`src/rtl/sram_lane_pkg.sv`:
```
// Shared types and helpers for the SRAM byte-lane controller.
// Assumes timing minimums are given in whole nanoseconds.
package sram_lane_pkg;

    typedef enum logic [2:0] {
        S_IDLE     = 3'd0,
        S_RD       = 3'd1,
        S_WR_LEAD  = 3'd2,
        S_WR_PULSE = 3'd3,
        S_WR_HOLD  = 3'd4
    } seq_state_t;

    // Round a nanosecond minimum up to clock cycles, never below one.
    function automatic int unsigned ns_to_cyc(input int unsigned ns, input int unsigned per);
        int unsigned r;
        r = (ns + per - 1) / per;
        if (r < 1) r = 1;
        return r;
    endfunction

    function automatic int unsigned max3(input int unsigned a, input int unsigned b, input int unsigned c);
        int unsigned m;
        m = (a > b) ? a : b;
        return (m > c) ? m : c;
    endfunction

endpackage

```
`src/rtl/sram_lane_seq.sv`:
```
// Phase sequencer: walks idle -> read, or idle -> lead -> pulse -> hold.
// Memory control pins are registered from the next state so that they
// change only at clock edges and carry no decode glitches.
// Assumes each cycle count parameter is at least one.
module sram_lane_seq
    import sram_lane_pkg::*;
#(
    parameter int unsigned ACC_CYC   = 1,
    parameter int unsigned LEAD_CYC  = 1,
    parameter int unsigned PULSE_CYC = 1,
    parameter int unsigned CNT_W     = 1
) (
    input  logic clk,
    input  logic rst_n,
    input  logic req_valid,
    input  logic req_write,
    output logic req_ready,
    output logic accept,
    output logic rd_capture,
    output logic nxt_idle,
    output logic ce_n,
    output logic oe_n,
    output logic we_n,
    output logic drive
);

    localparam logic [CNT_W-1:0] ACC_LD   = CNT_W'(ACC_CYC - 1);
    localparam logic [CNT_W-1:0] LEAD_LD  = CNT_W'(LEAD_CYC - 1);
    localparam logic [CNT_W-1:0] PULSE_LD = CNT_W'(PULSE_CYC - 1);

    seq_state_t       st, nxt_st;
    logic [CNT_W-1:0] cnt, nxt_cnt;
    logic             last;

    assign req_ready  = (st == S_IDLE);
    assign accept     = req_valid && req_ready;
    assign last       = (cnt == '0);
    assign rd_capture = (st == S_RD) && last;
    assign nxt_idle   = (nxt_st == S_IDLE);

    // Next phase and phase counter.
    always_comb begin
        nxt_st  = st;
        nxt_cnt = cnt;
        unique case (st)
            S_IDLE: if (accept) begin
                nxt_st  = req_write ? S_WR_LEAD : S_RD;
                nxt_cnt = req_write ? LEAD_LD : ACC_LD;
            end
            S_RD: if (last) nxt_st = S_IDLE;
                  else      nxt_cnt = cnt - 1'b1;
            S_WR_LEAD: if (last) begin
                nxt_st  = S_WR_PULSE;
                nxt_cnt = PULSE_LD;
            end else nxt_cnt = cnt - 1'b1;
            S_WR_PULSE: if (last) nxt_st = S_WR_HOLD;
                        else      nxt_cnt = cnt - 1'b1;
            S_WR_HOLD: nxt_st = S_IDLE;
            default:   nxt_st = S_IDLE;
        endcase
    end

    // State, counter and registered pin drive.
    always_ff @(posedge clk) begin
        if (!rst_n) begin
            st    <= S_IDLE;
            cnt   <= '0;
            ce_n  <= 1'b1;
            oe_n  <= 1'b1;
            we_n  <= 1'b1;
            drive <= 1'b0;
        end else begin
            st    <= nxt_st;
            cnt   <= nxt_cnt;
            ce_n  <= (nxt_st == S_IDLE);
            oe_n  <= (nxt_st != S_RD);
            we_n  <= (nxt_st != S_WR_PULSE);
            drive <= (nxt_st == S_WR_PULSE) || (nxt_st == S_WR_HOLD);
        end
    end

endmodule

```
`src/rtl/sram_lane_dp.sv`:
```
// Datapath: holds the accepted address, write data and lane mask for the
// whole access, drives the lane strobes, and captures masked read data.
// Assumes DATA_W is a whole number of 8-bit lanes.
module sram_lane_dp #(
    parameter int unsigned ADDR_W = 17,
    parameter int unsigned DATA_W = 16,
    parameter int unsigned LANES  = 2
) (
    input  logic              clk,
    input  logic              rst_n,
    input  logic              accept,
    input  logic              nxt_idle,
    input  logic              rd_capture,
    input  logic [ADDR_W-1:0] req_addr,
    input  logic [DATA_W-1:0] req_wdata,
    input  logic [LANES-1:0]  req_mask,
    input  logic [DATA_W-1:0] dq_in,
    output logic [ADDR_W-1:0] mem_addr,
    output logic [LANES-1:0]  mem_be_n,
    output logic [DATA_W-1:0] dq_out,
    output logic              rd_valid,
    output logic [DATA_W-1:0] rd_data
);

    localparam int unsigned LANE_W = DATA_W / LANES;

    logic [LANES-1:0] mask_q;

    // Request hold registers and strobe drive.
    always_ff @(posedge clk) begin
        if (!rst_n) begin
            mem_addr <= '0;
            dq_out   <= '0;
            mask_q   <= '0;
            mem_be_n <= '1;
        end else if (accept) begin
            mem_addr <= req_addr;
            dq_out   <= req_wdata;
            mask_q   <= req_mask;
            mem_be_n <= ~req_mask;
        end else if (nxt_idle) begin
            mem_be_n <= '1;
        end
    end

    // Read-valid pulse.
    always_ff @(posedge clk) begin
        if (!rst_n) rd_valid <= 1'b0;
        else        rd_valid <= rd_capture;
    end

    for (genvar g = 0; g < LANES; g++) begin : g_lane
        // Per-lane capture; an unselected lane returns zero.
        always_ff @(posedge clk) begin
            if (!rst_n)
                rd_data[g*LANE_W +: LANE_W] <= '0;
            else if (rd_capture)
                rd_data[g*LANE_W +: LANE_W] <= mask_q[g] ? dq_in[g*LANE_W +: LANE_W] : '0;
        end
    end

endmodule

```
`src/rtl/sram_lane_ctrl.sv`:
```
// Top of the SRAM byte-lane controller. Derives the cycle counts from the
// nanosecond minimums and clock period, and joins sequencer and datapath.
// Assumes one outstanding request and a memory that answers within T_AA_NS.
module sram_lane_ctrl
    import sram_lane_pkg::*;
#(
    parameter int unsigned ADDR_W        = 17,
    parameter int unsigned DATA_W        = 16,
    parameter int unsigned CLK_PERIOD_NS = 10,
    parameter int unsigned T_AA_NS       = 10,
    parameter int unsigned T_OE_LEAD_NS  = 4,
    parameter int unsigned T_PWE_NS      = 8,
    parameter int unsigned T_SD_NS       = 6,
    parameter int unsigned T_AW_NS       = 8
) (
    input  logic                  clk,
    input  logic                  rst_n,
    input  logic                  req_valid,
    output logic                  req_ready,
    input  logic                  req_write,
    input  logic [ADDR_W-1:0]     req_addr,
    input  logic [DATA_W-1:0]     req_wdata,
    input  logic [DATA_W/8-1:0]   req_mask,
    output logic                  rd_valid,
    output logic [DATA_W-1:0]     rd_data,
    output logic [ADDR_W-1:0]     mem_addr,
    output logic                  mem_ce_n,
    output logic                  mem_oe_n,
    output logic                  mem_we_n,
    output logic [DATA_W/8-1:0]   mem_be_n,
    output logic [DATA_W-1:0]     dq_out,
    output logic                  dq_oe,
    input  logic [DATA_W-1:0]     dq_in
);

    localparam int unsigned LANES     = DATA_W / 8;
    localparam int unsigned ACC_CYC   = ns_to_cyc(T_AA_NS, CLK_PERIOD_NS);
    localparam int unsigned LEAD_CYC  = ns_to_cyc(T_OE_LEAD_NS, CLK_PERIOD_NS);
    localparam int unsigned PULSE_CYC = max3(ns_to_cyc(T_PWE_NS, CLK_PERIOD_NS),
                                             ns_to_cyc(T_SD_NS, CLK_PERIOD_NS),
                                             ns_to_cyc(T_AW_NS, CLK_PERIOD_NS));
    localparam int unsigned MAX_CYC   = max3(ACC_CYC, LEAD_CYC, PULSE_CYC);
    localparam int unsigned CNT_W     = (MAX_CYC > 1) ? $clog2(MAX_CYC) : 1;

    logic accept, rd_capture, nxt_idle;

    sram_lane_seq #(
        .ACC_CYC   (ACC_CYC),
        .LEAD_CYC  (LEAD_CYC),
        .PULSE_CYC (PULSE_CYC),
        .CNT_W     (CNT_W)
    ) u_seq (
        .clk        (clk),
        .rst_n      (rst_n),
        .req_valid  (req_valid),
        .req_write  (req_write),
        .req_ready  (req_ready),
        .accept     (accept),
        .rd_capture (rd_capture),
        .nxt_idle   (nxt_idle),
        .ce_n       (mem_ce_n),
        .oe_n       (mem_oe_n),
        .we_n       (mem_we_n),
        .drive      (dq_oe)
    );

    sram_lane_dp #(
        .ADDR_W (ADDR_W),
        .DATA_W (DATA_W),
        .LANES  (LANES)
    ) u_dp (
        .clk        (clk),
        .rst_n      (rst_n),
        .accept     (accept),
        .nxt_idle   (nxt_idle),
        .rd_capture (rd_capture),
        .req_addr   (req_addr),
        .req_wdata  (req_wdata),
        .req_mask   (req_mask),
        .dq_in      (dq_in),
        .mem_addr   (mem_addr),
        .mem_be_n   (mem_be_n),
        .dq_out     (dq_out),
        .rd_valid   (rd_valid),
        .rd_data    (rd_data)
    );

endmodule

```
`config.mk`:
```
export PLATFORM = sky130hd
export DESIGN_NAME = sram_lane_ctrl
export DESIGN_NICKNAME = d
export VERILOG_FILES = /design/src/rtl/sram_lane_pkg.sv /design/src/rtl/sram_lane_seq.sv /design/src/rtl/sram_lane_dp.sv /design/src/rtl/sram_lane_ctrl.sv
export SDC_FILE = /design/constraint.sdc
export NUM_CORES = 1
export LEC_CHECK = 0
export CELL_PAD_IN_SITES_DETAIL_PLACEMENT = 1
export CELL_PAD_IN_SITES_GLOBAL_PLACEMENT = 2
export CORE_MARGIN = 2
export CORE_UTILIZATION = 35
export CTS_CLUSTER_SIZE = 10
export DETAILED_ROUTE_END_ITERATION = 7
export DONT_BUFFER_PORTS = 1
export GPL_TIMING_DRIVEN = 0
export PLACE_DENSITY_LB_ADDON = 0.1
export SYNTH_ARGS = -nofsm -noshare
export SYNTH_HDL_FRONTEND = slang
export SYNTH_SLANG_ARGS = --single-unit
```
`constraint.sdc`:
```
create_clock -name clk -period 4 [get_ports clk]
set_clock_uncertainty 0.15 [all_clocks]
set_input_delay 0.2 -clock clk [delete_from_list [all_inputs] [get_ports clk]]
set_output_delay 0.2 -clock clk [all_outputs]
set_load 0.01 [all_outputs]
```
==> Word-level counts from Yosys, hierarchy flattened <==
Cells that the tools add are included.
{ "classes": {"n_mux": 13, "bitwise_logic": 2, "addsub": 1, "reduce_logical": 9, "eq_ne": 8} }
{ "ops": {"columns": ["cell", "count"], "rows": [
  ["$mux 8", 2],
  ["$mux 3", 4],
  ["$pmux 3 s4", 1],
  ["$eq 3x2->1 const B", 3],
  ["$logic_not 3->1", 2],
  ["$mux 2", 3],
  ["$reduce_bool 2->1", 2],
  ["$eq 3x1->1 const B", 1],
  ["$eq 3x3->1 const B", 1],
  ["$ne 3x1->1 const B", 1],
  ["$ne 3x2->1 const B", 1],
  ["$reduce_or 3->1", 1],
  ["$logic_and 1x1->1", 2],
  ["$mux 1", 2],
  ["$ne 2x2->1 const B", 1],
  ["$not 2->2", 1],
  ["$pmux 1 s2", 1],
  ["$reduce_and 2->1", 1],
  ["$logic_or 1x1->1", 1],
  ["$not 1->1", 1],
  ["$sub 1x1->1 const B", 1]
]} }
{ "word_totals": {"word_cells": 46, "reg_bits": 62, "in_bits": 55} }

==> Depth between registers and ports, before layout <==
{ "logic_depth": {"word_depth": 7, "mapped_depth": 5} }

==> Modules after synthesis <==
A second synthesis with hierarchy kept.
{ "unflattened": {"hier_cells": 220, "area_unflattened_um2": 2331.0} }
{ "by_module_without_submodules": {"columns": ["module", "seq_area_each_um2", "cells_each", "area_per_inst_um2", "instances"], "rows": [
  ["sram_lane_dp", 1081.0, 195, 2062.0, 1],
  ["sram_lane_seq", 140.1, 25, 269.0, 1]
]} }

==> Least setup slack after synthesis <==
Ideal clock, no wire load.
{ "synth_path": {"kind": "register -> register", "from": "register u_seq.st[1]", "to": "register u_dp.mem_addr[10]", "path_buffers": 3, "required_ps": 3778, "synth_period_minus_slack_ps": 1398, "stages_incl_launch_ff": 6, "t_arrival_ps": 1177, "path_slack_ps": 2602, "cell_sequence": "dfxtp_1 buf_2 nor4b_4 buf_6 buf_8 mux2i_1"} }
{ "synth_between": {"elab_chain_len": 2} }
{ "synth_lines": {"columns": ["element", "line", "source"], "rows": [
  ["from (decl)", "sram_lane_seq.sv:31", "seq_state_t st, nxt_st;"],
  ["from (signal assigned)", "sram_lane_seq.sv:73", "st <= nxt_st;"],
  ["$logic_not 3->1", "sram_lane_seq.sv:35", "assign req_ready = (st == S_IDLE);"],
  ["$logic_and 1x1->1", "sram_lane_seq.sv:36", "assign accept = req_valid && req_ready;"],
  ["to (signal assigned)", "sram_lane_dp.sv:37", "mem_addr <= req_addr;"],
  ["to (decl)", "sram_lane_dp.sv:18", "output logic [ADDR_W-1:0] mem_addr,"]
]} }
Every way passes these cells.
A chain may end at the register's enable or synchronous reset.

==> Worst setup path after layout <==
{ "layout_path": {"from": "register u_seq.st[1]", "to": "register u_dp.mem_addr[3]"} }
The elaborated chain is that of the path after synthesis.

==> metrics.cfg <==
[worst_setup_path]
max_stage_delay_ns = 0.31
start_kind = register
cp.required_ns = 4.10
cpMaxStageDelayCell = nor4b_4
crit_chain = buf_2, nor4b_4, buf_6, buf_12, mux2i_1
critPathCaptureType = register
critical_path_class = register to register
worst_ep_arrival_time_ns = 1.70
path_max_fanout = 10

[finish]
fin_nets = 374
diodes = 0
area_delta_synth_final_pct = 32.61
final_area_sq_um = 3211
drive_gt1_frac = 0.08359
nFillCells = 794

[yosys]
synth_top_cell_by_area = dfxtp_1
synthFlopType = dfxtp_1
avgSynthCellArea_sq_um = 9.494
netlist_instances = 255
yosysTopAreaCellShare = 0.5044
synthTopCellsByArea = dfxtp_1, mux2i_1, nand2_1
synth_warnings = 0
synth_edf_count = 0
yosysMostFrequentCell = nand2_1
synth_cell_type_count = 26
synth_seq_cells = 61
async_flop_share = 0
syn_nets = 310
yosysSeqAreaShare = 0.5044
synth_commonest_cells = nand2_1, dfxtp_1, mux2i_1, nand3_1, buf_2
synth_area_sq_um = 2421

[grt]
grt_pass1_wl_um = 10460
antenna_found_initial = 0
grt_remaining_overflow = 0
grt_pass1_vias = 2089
grt_max_degree = 11
grtUsageTotal = 0.1797

[clocking]
numCtsBuffers = 9
cts_setup_buffers = 0
clk_pin_slew_ns = 0.06
ctsLongestPathBuffers = 2
clock_sinks = 61
h-tree-depth = 3
clock_latency_ns = 0.32
root_buffer = clkbuf_8
ctsResizeCount = 0
cts_tree = yes

[status]
outcome = finished clean

[timing]
rsz0062_at_grt = no
finalWorstSetupSlack_ns = 2.405
drv_slew = 0
fin_crit_sh = 0.3986
setup_tns_ns = 0
slew_headroom = 0.6742
clock.fmax_mhz = 627.1
fin_crit_ns = 1.595
setup_violations = 0
tightest_slew_ns = 0.4887
final_hold_viol_count = 0

[power_and_ir_drop]
peakVddDrop_v = 0.0002028
p_per_area_nw_per_um2 = 408.2
leakagePower_nw = 1.273

[placement]
numPortBuffers = 0
gp_congestion = 0.6226
place_ws_ns = 2.385
hpwl_um = 4347
place_area_sq_um = 2521

[route]
wl_per_cell_um = 16.06
drtIter0Drc = 26
firstDrtPassIters = 4
routed_wl_um = 6473
vias = 1956
vias_per_cell = 4.854
antenna_left = 0
drc = 0

[floorplanning]
fp.dieW_um = 87.17
start_util = 0.3583
core_sq_um = 6756
row_count = 30
ios = 112
die_area_sq_um = 7599
die_y_um = 87.17

[job]
drv_cap = 0

[worst_hold_path]
worstHoldPathType = input port to register

## where the power goes
| part | total [mW] | switching [mW] | internal (mW) | leakage, nW |
|---|---|---|---|---|
| logic | 0.171 | 0.0806 | 0.0901 | 0.691 |
| clock network | 0.459 | 0.222 | 0.237 | 0.0833 |
| registers | 0.680 | 0.0382 | 0.642 | 0.499 |
| total | 1.31 | 0.341 | 0.969 | 1.27 |
## final timing paths
kind,slack [ns],depth (start not counted),startpoint,to
worst max-delay path,2.41,5,u_seq.st[1]$_SDFF_PN0_,u_dp.mem_addr[3]$_SDFFE_PN0P_
worst min-delay path,0.15,3,rst_n,u_seq.drive$_SDFF_PN0_
worst max register to register,2.41,5,u_seq.st[1]$_SDFF_PN0_,u_dp.mem_addr[3]$_SDFFE_PN0P_
worst min register to register,0.36,2,u_dp.dq_out[10]$_SDFFE_PN0P_,u_dp.dq_out[10]$_SDFFE_PN0P_
## cells by family after synthesis
family	after synthesis	share of synthesized area
flip-flops	61	0.5044
multiplexers	51	0.2109
AO/OA/AOI/OAI	5	0.01240
buffers and inverters	22	0.05839
AND/OR/NAND/NOR	116	0.2140
## metrics by stage
step / power [mW] / std cells / util / hold slack (ns)
5_1_grt: 1.392 / 403 / 0.4752 / 0.1532
3_3_place_gp: 0.8215 / 335 / 0.3731 / 0.1584
6_report: 1.310 / 403 / 0.4752 / 0.1466
2_1_floorplan: 0.7916 / 255 / - / 0.1580
4_1_cts: 1.337 / 403 / 0.4752 / 0.1370
3_5_place_dp: 0.8250 / 335 / 0.3731 / 0.1629
## layout make-up
class / instances / area, sq um / share of cell area
Clock buffer: 13 / 148.9 / 0.04638
Clock inverter: 2 / 10.01 / 0.003118
Multi-Input combinational cell: 172 / 1059 / 0.3297
Buffer: 21 / 137.6 / 0.04287
Inverter: 1 / 3.754 / 0.001169
Sequential cell: 61 / 1221 / 0.3804
Timing Repair Buffer: 53 / 530.5 / 0.1652
Tap cell: 80 / 100.1 / 0.03118
## flip-flops by register name, indices dropped and copies added, names as in the netlist
name	count
u_dp.mem_addr	17
u_dp.dq_out	16
u_dp.rd_data	16
u_seq.st	3
u_dp.mask_q	2
u_dp.mem_be_n	2
u_dp.rd_valid	1
u_seq.ce_n	1
u_seq.drive	1
u_seq.oe_n	1
u_seq.we_n	1
## worst max-delay path, delay by kind of cell (launching register included)
kind	cells	cell delay, ns
buffers and inverters	3	0.57
AND/OR/NAND/NOR	1	0.31
flip-flops	1	0.29
multiplexers	1	0.19
## layout by cell type, fill, tap and decap left out, types with 2 or more instances in the layout
| cell | netlist | routed |
|---|---|---|
| nor3_1 | 2 | 2 |
| nand3_1 | 16 | 16 |
| nand2b_1 | 2 | 2 |
| nand2_1 | 86 | 86 |
| mux2i_1 | 51 | 51 |
| nor4bb_1 | 2 | 2 |
| dlygate4sd3_1 | 0 | 53 |
| a31oi_1 | 2 | 2 |
| clkinv_2 | 0 | 2 |
| buf_1 | 2 | 2 |
| clkbuf_8 | 0 | 10 |
| and3_1 | 2 | 2 |
| dfxtp_1 | 61 | 61 |
| buf_2 | 7 | 7 |
| buf_4 | 2 | 2 |
| clkbuf_1 | 6 | 9 |
| buf_6 | 2 | 2 |
## timing repair
item                                    4_1_cts  5_1_grt
endpoints found under the setup margin        0        0
endpoints found under the hold margin        56        0
hold buffers                                 53        0
## per-layer routing
metal / share of wire / routed length (um) / vias to the layer above / GRT usage
met5: 0 / 0 / - / 0
met4: 0.0057 / 37 / 0 / 0.03776
met3: 0.081 / 524 / 4 / 0.09289
met2: 0.51 / 3270 / 70 / 0.3102
met1: 0.41 / 2641 / 914 / 0.1977
li1: - / - / 968 / -
Note: power is estimated with default switching activity, not from simulation.
